[config.mk]
export PLATFORM = sky130hd
export DESIGN_NAME = flash_cmd_ctrl
export DESIGN_NICKNAME = d
export VERILOG_FILES = /design/src/rtl/flash_cmd_pkg.sv /design/src/rtl/flash_seq_fsm.sv /design/src/rtl/flash_store.sv /design/src/rtl/flash_cmd_ctrl.sv
export SDC_FILE = /design/constraint.sdc
export NUM_CORES = 1
export LEC_CHECK = 0
export BUFFER_PORTS_ARGS = -buffer_cell sky130_fd_sc_hd__buf_2
export CORE_AREA = 2 2 224 204
export CTS_BUF_LIST = sky130_fd_sc_hd__clkbuf_2 sky130_fd_sc_hd__clkbuf_4 sky130_fd_sc_hd__clkbuf_8
export CTS_CLUSTER_DIAMETER = 80
export DETAILED_ROUTE_END_ITERATION = 16
export DIE_AREA = 0 0 226 206
export PLACE_DENSITY = 0.73
export SKIP_CTS_REPAIR_TIMING = 1
export SYNTH_ARGS = -nofsm -noshare
export SYNTH_HDL_FRONTEND = slang
export SYNTH_SLANG_ARGS = --single-unit
export TNS_END_PERCENT = 100
[constraint.sdc]
create_clock -name clk -period 6.5 [get_ports clk]
set_input_delay 0.325 -clock clk [delete_from_list [all_inputs] [get_ports clk]]
set_output_delay 0.325 -clock clk [all_outputs]
set_load 0.005 [all_outputs]
[src/rtl/flash_cmd_pkg.sv]
package flash_cmd_pkg;

   typedef enum logic [3:0] {
      S_READ,
      S_UNL1,
      S_UNL2,
      S_ASEL,
      S_PGM,
      S_ERS1,
      S_ERS2,
      S_ERS3,
      S_PROGRAMMING,
      S_CHIP_ERASING,
      S_SECT_START,
      S_SECT_ERASING,
      S_SECT_SUSP
   } fl_state_e;

   localparam logic [15:0] KEY_ADDR_A = 16'h5555;
   localparam logic [15:0] KEY_ADDR_B = 16'h2AAA;

   localparam logic [7:0] CODE_KEY1    = 8'hAA;
   localparam logic [7:0] CODE_KEY2    = 8'h55;
   localparam logic [7:0] CODE_RESET   = 8'hF0;
   localparam logic [7:0] CODE_IDENT   = 8'h90;
   localparam logic [7:0] CODE_PROGRAM = 8'hA0;
   localparam logic [7:0] CODE_ERASE   = 8'h80;
   localparam logic [7:0] CODE_CHIP    = 8'h10;
   localparam logic [7:0] CODE_SUSPEND = 8'hB0;
   localparam logic [7:0] CODE_RESUME  = 8'h30;

endpackage

[src/rtl/flash_seq_fsm.sv]
module flash_seq_fsm
   import flash_cmd_pkg::*;
#(
   parameter int ADDR_W           = 16,
   parameter int IDX_W            = 6,
   parameter int SECT_W           = 2,
   parameter int PROG_TICKS       = 4,
   parameter int SECT_START_TICKS = 3,
   parameter int ERASE_TICKS      = 8
) (
   input  logic              clk,
   input  logic              rst_n,
   input  logic              wr_en,
   input  logic [ADDR_W-1:0] wr_addr,
   input  logic [7:0]        wr_data,
   output logic              busy,
   output logic              asel,
   output logic              prog_go,
   output logic              chip_clr,
   output logic              sect_clr,
   output logic [SECT_W-1:0] sect_sel
);
   localparam int MAX_T = (PROG_TICKS > ERASE_TICKS)
                        ? ((PROG_TICKS > SECT_START_TICKS) ? PROG_TICKS : SECT_START_TICKS)
                        : ((ERASE_TICKS > SECT_START_TICKS) ? ERASE_TICKS : SECT_START_TICKS);
   localparam int CNT_W = $clog2(MAX_T + 1);

   fl_state_e         st, resume_st;
   logic [CNT_W-1:0]  cnt;
   logic              key_a, key_b, susp_req, resume_req;

   assign key_a      = (wr_addr == ADDR_W'(KEY_ADDR_A));
   assign key_b      = (wr_addr == ADDR_W'(KEY_ADDR_B));
   assign susp_req   = wr_en && (wr_data == CODE_SUSPEND);
   assign resume_req = wr_en && (wr_data == CODE_RESUME);

   always_ff @(posedge clk) begin
      if (!rst_n) begin
         st        <= S_READ;
         resume_st <= S_SECT_START;
         cnt       <= '0;
         sect_sel  <= '0;
      end else begin
         case (st)
            S_READ:
               if (wr_en && key_a && wr_data == CODE_KEY1) st <= S_UNL1;
            S_UNL1:
               if (wr_en) st <= (key_b && wr_data == CODE_KEY2) ? S_UNL2 : S_READ;
            S_UNL2:
               if (wr_en) begin
                  if (!key_a)                        st <= S_READ;
                  else if (wr_data == CODE_IDENT)    st <= S_ASEL;
                  else if (wr_data == CODE_PROGRAM)  st <= S_PGM;
                  else if (wr_data == CODE_ERASE)    st <= S_ERS1;
                  else                               st <= S_READ;
               end
            S_ASEL:
               if (wr_en) st <= (key_a && wr_data == CODE_KEY1) ? S_UNL1 : S_READ;
            S_PGM:
               if (wr_en) begin
                  st  <= S_PROGRAMMING;
                  cnt <= CNT_W'(PROG_TICKS - 1);
               end
            S_ERS1:
               if (wr_en) st <= (key_a && wr_data == CODE_KEY1) ? S_ERS2 : S_READ;
            S_ERS2:
               if (wr_en) st <= (key_b && wr_data == CODE_KEY2) ? S_ERS3 : S_READ;
            S_ERS3:
               if (wr_en) begin
                  if (key_a && wr_data == CODE_CHIP) begin
                     st  <= S_CHIP_ERASING;
                     cnt <= CNT_W'(ERASE_TICKS - 1);
                  end else begin
                     st       <= S_SECT_START;
                     cnt      <= CNT_W'(SECT_START_TICKS - 1);
                     sect_sel <= wr_addr[IDX_W-1:IDX_W-SECT_W];
                  end
               end
            S_PROGRAMMING, S_CHIP_ERASING:
               if (cnt == '0) st <= S_READ;
               else           cnt <= cnt - 1'b1;
            S_SECT_START:
               if (susp_req) begin
                  resume_st <= S_SECT_START;
                  st        <= S_SECT_SUSP;
               end else if (cnt == '0) begin
                  st  <= S_SECT_ERASING;
                  cnt <= CNT_W'(ERASE_TICKS - 1);
               end else cnt <= cnt - 1'b1;
            S_SECT_ERASING:
               if (susp_req) begin
                  resume_st <= S_SECT_ERASING;
                  st        <= S_SECT_SUSP;
               end else if (cnt == '0) st <= S_READ;
               else                    cnt <= cnt - 1'b1;
            S_SECT_SUSP:
               if (resume_req) st <= resume_st;
            default: st <= S_READ;
         endcase
      end
   end

   assign busy     = (st == S_PROGRAMMING) || (st == S_CHIP_ERASING) ||
                     (st == S_SECT_START)  || (st == S_SECT_ERASING);
   assign asel     = (st == S_ASEL);
   assign prog_go  = (st == S_PGM) && wr_en;
   assign chip_clr = (st == S_CHIP_ERASING) && (cnt == '0);
   assign sect_clr = (st == S_SECT_ERASING) && (cnt == '0) && !susp_req;

   AST_UNLOCK_ABORT: assert property (@(posedge clk) disable iff (!rst_n)
      (st == S_UNL1 && wr_en && !(key_b && wr_data == CODE_KEY2)) |=> (st == S_READ));
   AST_PROG_LOCKED: assert property (@(posedge clk) disable iff (!rst_n)
      (st == S_PROGRAMMING) |=> (st == S_PROGRAMMING || st == S_READ));
   AST_CHIP_LOCKED: assert property (@(posedge clk) disable iff (!rst_n)
      (st == S_CHIP_ERASING) |=> (st == S_CHIP_ERASING || st == S_READ));
   AST_SUSP_HOLD: assert property (@(posedge clk) disable iff (!rst_n)
      (st == S_SECT_SUSP) |=> $stable(cnt));
   AST_SUSP_IDLE: assert property (@(posedge clk) disable iff (!rst_n)
      (st == S_SECT_SUSP) |-> !busy && !sect_clr);

endmodule

[src/rtl/flash_store.sv]
module flash_store #(
   parameter int MEM_BYTES  = 64,
   parameter int IDX_W      = 6,
   parameter int SECT_W     = 2,
   parameter int SECT_BYTES = 16
) (
   input  logic              clk,
   input  logic              rst_n,
   input  logic              prog_go,
   input  logic [IDX_W-1:0]  prog_idx,
   input  logic [7:0]        prog_data,
   input  logic              chip_clr,
   input  logic              sect_clr,
   input  logic [SECT_W-1:0] sect_sel,
   input  logic [IDX_W-1:0]  rd_idx,
   output logic [7:0]        rd_byte
);
   logic [7:0] mem [MEM_BYTES];

   for (genvar i = 0; i < MEM_BYTES; i++) begin : g_cell
      localparam int CELL_SECT = i / SECT_BYTES;
      logic hit_sect;
      assign hit_sect = sect_clr && (sect_sel == SECT_W'(CELL_SECT));
      always_ff @(posedge clk) begin
         if (!rst_n)                                    mem[i] <= 8'hFF;
         else if (chip_clr || hit_sect)                 mem[i] <= 8'hFF;
         else if (prog_go && prog_idx == IDX_W'(i))     mem[i] <= mem[i] & prog_data;
      end
   end

   assign rd_byte = mem[rd_idx];

   AST_PROG_CLEAR_ONLY: assert property (@(posedge clk) disable iff (!rst_n)
      (prog_go && !chip_clr && !sect_clr) |=>
      ((mem[$past(prog_idx)] & ~$past(mem[prog_idx])) == 8'h00));

endmodule

[src/rtl/flash_cmd_ctrl.sv]
module flash_cmd_ctrl #(
   parameter int         ADDR_W           = 16,
   parameter int         MEM_BYTES        = 64,
   parameter int         NUM_SECTORS      = 4,
   parameter int         PROG_TICKS       = 4,
   parameter int         SECT_START_TICKS = 3,
   parameter int         ERASE_TICKS      = 8,
   parameter logic [7:0] ID_BYTE          = 8'hA7
) (
   input  logic              clk,
   input  logic              rst_n,
   input  logic              wr_en,
   input  logic              rd_en,
   input  logic [ADDR_W-1:0] addr,
   input  logic [7:0]        wdata,
   output logic [7:0]        rdata,
   output logic              busy
);
   localparam int IDX_W      = $clog2(MEM_BYTES);
   localparam int SECT_W     = $clog2(NUM_SECTORS);
   localparam int SECT_BYTES = MEM_BYTES / NUM_SECTORS;

   if (ADDR_W < 15) begin : g_bad_addr
      $error("ADDR_W must reach the key addresses");
   end
   if ((1 << IDX_W) != MEM_BYTES || MEM_BYTES > (1 << ADDR_W)) begin : g_bad_size
      $error("MEM_BYTES must be a power of two within the address space");
   end
   if (NUM_SECTORS < 2 || SECT_BYTES * NUM_SECTORS != MEM_BYTES) begin : g_bad_sect
      $error("NUM_SECTORS must be at least 2 and divide MEM_BYTES exactly");
   end
   if (PROG_TICKS < 1 || SECT_START_TICKS < 1 || ERASE_TICKS < 1) begin : g_bad_ticks
      $error("tick counts must be at least 1");
   end

   logic              asel, prog_go, chip_clr, sect_clr, tog;
   logic [SECT_W-1:0] sect_sel;
   logic [7:0]        rd_byte;
   logic [IDX_W-1:0]  idx;

   assign idx = addr[IDX_W-1:0];

   flash_seq_fsm #(
      .ADDR_W(ADDR_W), .IDX_W(IDX_W), .SECT_W(SECT_W),
      .PROG_TICKS(PROG_TICKS), .SECT_START_TICKS(SECT_START_TICKS),
      .ERASE_TICKS(ERASE_TICKS)
   ) u_seq (
      .clk(clk), .rst_n(rst_n), .wr_en(wr_en), .wr_addr(addr), .wr_data(wdata),
      .busy(busy), .asel(asel), .prog_go(prog_go), .chip_clr(chip_clr),
      .sect_clr(sect_clr), .sect_sel(sect_sel)
   );

   flash_store #(
      .MEM_BYTES(MEM_BYTES), .IDX_W(IDX_W), .SECT_W(SECT_W), .SECT_BYTES(SECT_BYTES)
   ) u_store (
      .clk(clk), .rst_n(rst_n), .prog_go(prog_go), .prog_idx(idx), .prog_data(wdata),
      .chip_clr(chip_clr), .sect_clr(sect_clr), .sect_sel(sect_sel),
      .rd_idx(idx), .rd_byte(rd_byte)
   );

   always_ff @(posedge clk) begin
      if (!rst_n) begin
         rdata <= 8'h00;
         tog   <= 1'b0;
      end else begin
         if (!busy)      tog <= 1'b0;
         else if (rd_en) tog <= ~tog;
         if (rd_en) begin
            if (busy)      rdata <= {1'b0, tog, 6'b0};
            else if (asel) rdata <= ID_BYTE;
            else           rdata <= rd_byte;
         end
      end
   end

   AST_STATUS_FORM: assert property (@(posedge clk) disable iff (!rst_n)
      (rd_en && busy) |=> ((rdata & 8'hBF) == 8'h00));
   AST_STATUS_TOGGLE: assert property (@(posedge clk) disable iff (!rst_n)
      (rd_en && busy && $past(rd_en && busy)) |=> (rdata[6] != $past(rdata[6])));

endmodule

Word level (Yosys, flattened, before mapping) --
Memories as Yosys holds them, arrays and structs flattened. Cells that the tools add are included.
Operators by class: reduce and logical (&&, ||, !) cells 99, equality and inequality tests 102, muxes and demuxes 433, add/subtract/negate cells 1, bitwise logic cells 194
Operators with widths (count):
- $mux W8 | 130
- $and A8 B8 Y8 | 64
- $mux W1 | 270
- $eq A6 B6 Y1 const B | 32
- $or A1 B1 Y1 | 128
- $eq A6 B5 Y1 const B | 16
- $mux W4 | 24
- $logic_and A1 B1 Y1 | 79
- $eq A6 B4 Y1 const B | 8
- $pmux W4 S12 | 1
- $eq A8 B8 Y1 const B | 5
- $eq A6 B3 Y1 const B | 4
- $eq A4 B4 Y1 const B | 5
- $pmux W4 S5 | 1
- $ne A2 B2 Y1 const B | 9
- $eq A16 B14 Y1 const B | 1
- $eq A16 B15 Y1 const B | 1
- $eq A4 B3 Y1 const B | 4
- $eq A6 B2 Y1 const B | 2
- $mux W3 | 4
- $reduce_and A10 Y1 | 1
- $eq A4 B2 Y1 const B | 2
- $eq A8 B5 Y1 const B | 1
- $eq A8 B6 Y1 const B | 1
- 22 further kinds | 36
Storage, ports and cells: logic and storage cells 836, bits of input ports 28, memories kept 1, register bits 23, memory bits (writable) 512, output and inout port bits 9
Memories:
- u_store.mem | depth 64, width 8, read ports 65, clocked after memory_dff 0, write ports 64, RTL line flash_store.sv:18 | logic [7:0] mem [MEM_BYTES];

Logic depth before layout (Yosys ltp) --
Gate-level depths: netlist of the first run.
depth after elaboration 11, mapped depth 11, mapped depth without buffers 8

By module --
A second synthesis of the first run with hierarchy kept.
Unflattened totals: cell total of the unflattened synthesis 1818, area, all modules 25988.7 um^2
Modules (own cells, without submodules):
- flash_store | area an instance 24513.5 um^2, times used 1, sequential area each 15374.7 um^2, cells each 1632
- flash_seq_fsm | area an instance 1103.6 um^2, times used 1, sequential area each 220.2 um^2, cells each 143
- flash_cmd_ctrl | area an instance 371.6 um^2, times used 1, sequential area each 180.2 um^2, cells each 43

Worst setup path after synthesis of the first run --
Ideal clock, no wire load.
kind in2reg, start point input port addr[3], end point memory u_store.mem[49][0], enable pin, path slack 4.011 ns, arrival 2.105 ns, data required time 6.116 ns, cell stages on the path 6, path buffers 3, setup time 0.384 ns, cell sequence buf_2 buf_4 buf_4 nor3_4 nand2_1 o21ai_0
RTL lines:
- start: declaration | RTL line flash_cmd_ctrl.sv:14 | input logic [ADDR_W-1:0] addr,
- end: declaration | RTL line flash_store.sv:18

==> impl_results.md, run 1 <==
- Pre-CTS WS: 2.58 ns
- Critical-path cell list: nand2b_1 > o31ai_2 > a311o_1 > o21ai_0
- FF-to-FF End: u_store.mem[62][6]$_SDFFCE_PN1P_
- Buf/Inv on CP: 0
- Final setup violation count: 0
- Die area: 46600 um^2
- PD cells: 250 nW/um^2
- Crit path max-delay cell type: o31ai_2
- Synth Register Bits: 532
- Distinct cell type count of the synthesized netlist: 78
- Final Skew: 0.0296 ns
- Post-synth ARST share: 0%
- Synth Cell Area: 26200 um^2
- Layout cells sized above 1: 14.5%
- Slowest stage delay, CP: 0.99 ns
- Hold Path Origin: rst_n
- Switching portion of total power: 23.6%
- Drt drc: 0
- Overall routing resource usage: 32.3%
- Antenna Nets Post-Route: 0
- Via count: 19100
- Post-synth top flop: edfxtp_1
- Antenna violations before repair: 0
- CP startpoint kind: register
- Final hold violations: 0
- Port Buffers: 36
- Critical path's top delay family: compound AO/OA/AOI/OAI gates
- Worst-Skew Late Latency: 0.69 ns
- Vias in the first global route: 18100
- Sequential share of power: 53.0%
- Row count: 74
- Critical Path Sink: u_store.mem[62][6]$_SDFFCE_PN1P_
- Mapped Nets: 2243
- Final nets: 2254
- Worst Tran Pin Value: 1.44 ns
- Achievable Freq: 246 MHz
- Critical Path Fanout Max: 20
- Post-Synthesis Cells: 2214
- Via density: 6.62
- Clk sink count: 532
- Avg WL per Cell: 25.7 um
- CP required: 6.73 ns
- IO Pins: 37
- DRT Wirelength: 74300 um
- Ant. Diodes: 0
- CP endpoint kind: register
- Rel. slew slack: 3.15%
- HP Class: in2reg
- Unrepaired setup endpoints after global routing: no
- Initial Util: 58.9%
- Iter 0 DRT Violations: 2757
- Period utilization: 62.6%
- Worst-path clk slew: 0.06 ns
- First-pass GRT wire length: 111000 um
- DRT Pass-1 Iters: 6
- Number of synthesized flops with an enable pin: 512
- Die H: 206 um
- Clk Tree Root Cell: clkbuf_8
- Core area: 44500 um^2
- Num CTS Buffers: 85
- Clock power share: 40.9%
- Final Non-Filler Cells: 2892
- # Max-Cap Violations: 0
- Fin crit period: 4.07 ns
- Max-slew violations: 0
- Post-DP Area: 26700 um^2
- Origin of the critical flop-to-flop path: u_seq.st[3]$_SDFFE_PN0P_
- Fillers: 3408
- Peak supply drop: 0.146 mV
- H-tree Lvls: 3
- Post-Place Cells: 2745
- Final design area excluding fillers: 28400 um^2
- CTS tree: built
- CP arrival: 4.30 ns
- Dpl hpwl: 47200 um
- Most common cell after layout, fill and taps aside: nand2_1
- P_sw: 1.67 mW
- Run status: complete, no violations
- Max Root-Sink Buffers: 3
- Static leakage: 8.28 nW
- Cell count along the critical path: 4
- Most frequent cells in the layout: nand2_1, edfxtp_1, a21o_1
- Fin worst setup slack: 2.43 ns
- RD Place Congestion: 0.934
- Syn avg cell area: 11.8 um^2
- Setup CP Type: reg2reg
- Yosys warning count: 0
- Internal: 5.42 mW
- R2R Setup Slk: 2.43 ns
- Area Overhead vs Synth: 8.20%
- CP Launch Point: u_seq.st[3]$_SDFFE_PN0P_
- Total grt overflow: 0
- Register area share after synthesis: 60.1%
- Die X: 226 um
- Largest net degree at the start of global routing: 77
- Setup TNS: 0 ns
- R2R cell count: 4
- Logic gate share of total power: 6.1%
-- layout make-up --
class	count	area (um^2)	area share (%)
tap	608	761	2.68
inverter	10	37.5	0.132
sequential	532	15800	55.6
timing repair buffer	60	373	1.31
multi-input combinational	1536	9780	34.4
clock buffer	119	1460	5.15
clock inverter	27	199	0.701
-- sequential cells by signal, indices dropped and copies added (netlist names) --
register,cells
rdata,8
u_seq.resume_st,1
u_seq.st,4
u_seq.cnt,4
u_seq.sect_sel,2
tog,1
u_store.mem,512
-- worst register-to-register path: cells and delay by family (launching register included) --
kind	cells	cell delay, ns
AOI/OAI and AO/OA	3	2.57
DFF	1	0.65
and+or+nand+nor	1	0.40
-- per-layer routing --
layer	global-route usage, %	vias up	share of wire, %
met5	0	-	0
met4	12.7	0	3.9
met3	9.75	208	14
met2	47.3	1439	44
met1	45.5	9396	39
li1	-	8100	-
-- worst min-delay path by stage --
stage,endpoint,depth (start not counted),slack (ns)
2_1_floorplan,u_seq.cnt[1]$_SDFFE_PN0P_,2,0.45
3_3_place_gp,u_seq.cnt[1]$_SDFFE_PN0P_,2,0.49
3_5_place_dp,u_seq.cnt[1]$_SDFFE_PN0P_,2,0.50
4_1_cts,u_seq.cnt[0]$_SDFFE_PN0P_,2,-0.006
5_1_grt,u_seq.cnt[0]$_SDFFE_PN0P_,2,0.02
6_report,u_seq.cnt[0]$_SDFFE_PN0P_,2,0.02
-- cell usage after synthesis (all sizes together), types with 18 or more instances --
cell type  count  area [um^2]
nand3         32          308
a22oi         36          270
nor3          22          160
edfxtp       512        15400
mux2i         58          581
nand2b        18          113
nand2        818         3070
dfxtp         20          400
nor2          87          339
buf           56          352
clkbuf        80          300
a21o         140         1050
o21ai         65          329
mux4         103         2320
-- power by group through the flow --
stage,Sequential [mW],Combinational (mW),Clock [mW]
after detailed placement,3.83,0.418,0
after CTS,3.76,0.420,2.90
after global placement,3.83,0.409,0
final,3.76,0.430,2.90
after global routing,3.76,0.456,3.04
after floorplan,3.82,0.280,0
-- cells by family after synthesis --
logic type	Yosys count	synth area share [%]
XOR/XNOR	1	0.0334
adder cells (fa/ha/maj)	1	0.0477
AO/OA/AOI/OAI	326	8.81
multiplexers	166	11.3
buffers and inverters	146	2.63
AND/OR/NAND/NOR	1042	17.1
flip-flops	532	60.1
-- metrics by stage --
| stage | total power [mW] | hold WS (ns) | utilization (%) |
|---|---|---|---|
| after floorplan | 4.10 | 0.455 | - |
| after global placement | 4.24 | 0.488 | 60.0 |
| after detailed placement | 4.25 | 0.499 | 60.0 |
| after CTS | 7.08 | -0.00558 | 63.7 |
| after global routing | 7.25 | 0.0178 | 63.7 |
| final | 7.09 | 0.0237 | 63.7 |
Power figures use the tool's default switching activity.
==> inputs of run 2 (changes only) <==
==> constraint.sdc (replaced) <==
create_clock -name clk -period 4.2 [get_ports clk]
set_input_delay 0.21 -clock clk [delete_from_list [all_inputs] [get_ports clk]]
set_output_delay 0.21 -clock clk [all_outputs]
set_load 0.005 [all_outputs]
==> impl_results.md, run 2 (synthesized netlist as in run 1, its figures left out) <==
- Critical-path cell list: nand3b_1 > a311oi_2 > nand2_1 > o21ai_2 > o21ai_0
- Setup TNS: 0 ns
- Setup CP Type: reg2reg
- Hold Path Origin: addr[5]
- Layout cells sized above 1: 16.1%
- Drt drc: 0
- HP Class: in2reg
- Rel. slew slack: 4.37%
- Total grt overflow: 0
- Vias in the first global route: 18000
- First-pass GRT wire length: 111000 um
- Clock power share: 41.3%
- Critical Path Fanout Max: 25
- Die H: 206 um
- Via count: 19200
- CP arrival: 3.99 ns
- Logic gate share of total power: 6.3%
- IO Pins: 37
- Worst Tran Pin Value: 1.42 ns
- DRT Pass-1 Iters: 6
- Max reg flops: 512
- Internal: 8.44 mW
- CP Launch Point: u_seq.st[3]$_SDFFE_PN0P_
- DRT Wirelength: 74100 um
- Iter 0 DRT Violations: 2732
- Origin of the critical flop-to-flop path: u_seq.st[3]$_SDFFE_PN0P_
- Final hold violations: 0
- Worst-path clk slew: 0.06 ns
- Max Root-Sink Buffers: 3
- Worst-Skew Late Latency: 0.69 ns
- CP endpoint kind: register
- # Max-Cap Violations: 0
- Clk sink count: 532
- P_sw: 2.65 mW
- Run status: complete, no violations
- Buf/Inv on CP: 0
- Fillers: 3351
- Most frequent cells in the layout: nand2_1, edfxtp_1, a21o_1
- Post-DP Area: 27000 um^2
- CTS tree: built
- Initial Util: 58.9%
- Final design area excluding fillers: 28800 um^2
- Most common cell after layout, fill and taps aside: nand2_1
- Final Skew: 0.0280 ns
- H-tree Lvls: 3
- Antenna violations before repair: 3
- Row count: 74
- Clk Tree Root Cell: clkbuf_8
- Largest register by flop count: u_store.mem
- Num CTS Buffers: 86
- RD Place Congestion: 0.936
- Critical path's top delay family: compound AO/OA/AOI/OAI gates
- Top flop regs: u_store.mem (512), rdata (8)
- Final nets: 2298
- Dpl hpwl: 47700 um
- Port Buffers: 36
- CP required: 4.44 ns
- Switching portion of total power: 23.9%
- Largest net degree at the start of global routing: 69
- Period utilization: 89.4%
- Achievable Freq: 266 MHz
- Core area: 44500 um^2
- Final setup violation count: 0
- Die area: 46600 um^2
- CP startpoint kind: register
- Die X: 226 um
- Avg WL per Cell: 25.2 um
- Area Overhead vs Synth: 9.69%
- PD cells: 385 nW/um^2
- Sequential share of power: 52.4%
- Max-slew violations: 0
- Unrepaired setup endpoints after global routing: no
- Fin crit period: 3.75 ns
- Static leakage: 8.52 nW
- Via density: 6.52
- Slowest stage delay, CP: 0.79 ns
- Peak supply drop: 0.200 mV
- Antenna Nets Post-Route: 0
- Crit path max-delay cell type: o21ai_2
- Overall routing resource usage: 32.1%
==> run 2: cell count changes in the layout (fill, tap and decap cells not counted), sizes merged <==
cell         delta
clkinvlp        -1
bufinv          +1
diode           +2
inv             +1
clkbuf          -2
buf            +39
dlygate4sd3     +4
clkinv          +7
==> run 2: worst min-delay path: stages <==
cell	delay (ns)
buf_2	0.21
mux2i_1	0.17
nor2_1	0.06
==> run 2: power groups by stage <==
| stage | combinational [mW] | sequential [mW] | clock (mW) |
|---|---|---|---|
| finish | 0.696 | 5.81 | 4.58 |
| global route | 0.738 | 5.81 | 4.82 |
| CTS | 0.676 | 5.81 | 4.59 |
| detailed placement | 0.673 | 5.92 | 0 |
| global placement | 0.662 | 5.92 | 0 |
| floorplan | 0.433 | 5.92 | 0 |
==> run 2: routing by layer <==
layer	GRT usage [%]	vias up	part of all wire [%]
li1	-	8201	-
met1	46.6	9445	40
met2	46.5	1376	44
met3	8.76	180	13
met4	12.3	0	3.5
met5	0	-	0
==> run 2: layout make-up <==
type | instances | area [um^2] | area share [%]
flip-flops and latches | 532 | 15800 | 54.8
multi-input cells | 1536 | 9770 | 33.9
clock buffers | 117 | 1430 | 4.97
well taps | 608 | 761 | 2.64
repair buffers | 103 | 733 | 2.55
clock inverters | 35 | 267 | 0.926
inverters | 10 | 37.5 | 0.130
diodes | 2 | 5.00 | 0.0174
==> run 2: worst paths after layout <==
check             cells past startpoint  slack [ns]                                to
hold / removal                        3        0.04    u_seq.sect_sel[1]$_SDFFE_PN0P_
setup reg to reg                      5        0.45  u_store.mem[19][6]$_SDFFCE_PN1P_
setup / recovery                      5        0.45  u_store.mem[19][6]$_SDFFCE_PN1P_
hold reg to reg                       2        0.49         u_seq.cnt[1]$_SDFFE_PN0P_
==> run 2: metrics by stage <==
step                      worst slack (ns)  utilization [%]  total power, mW  std cells  hold slack, ns
after floorplan                       1.75                -             6.35       2214           0.389
after global placement               0.704             60.7             6.58       2785           0.494
after detailed placement             0.615             60.7             6.59       2785           0.484
after CTS                            0.579             64.5             11.1       2937          -0.112
after global routing                 0.151             64.6             11.4       2943          0.0228
final                                0.447             64.6             11.1       2943          0.0392
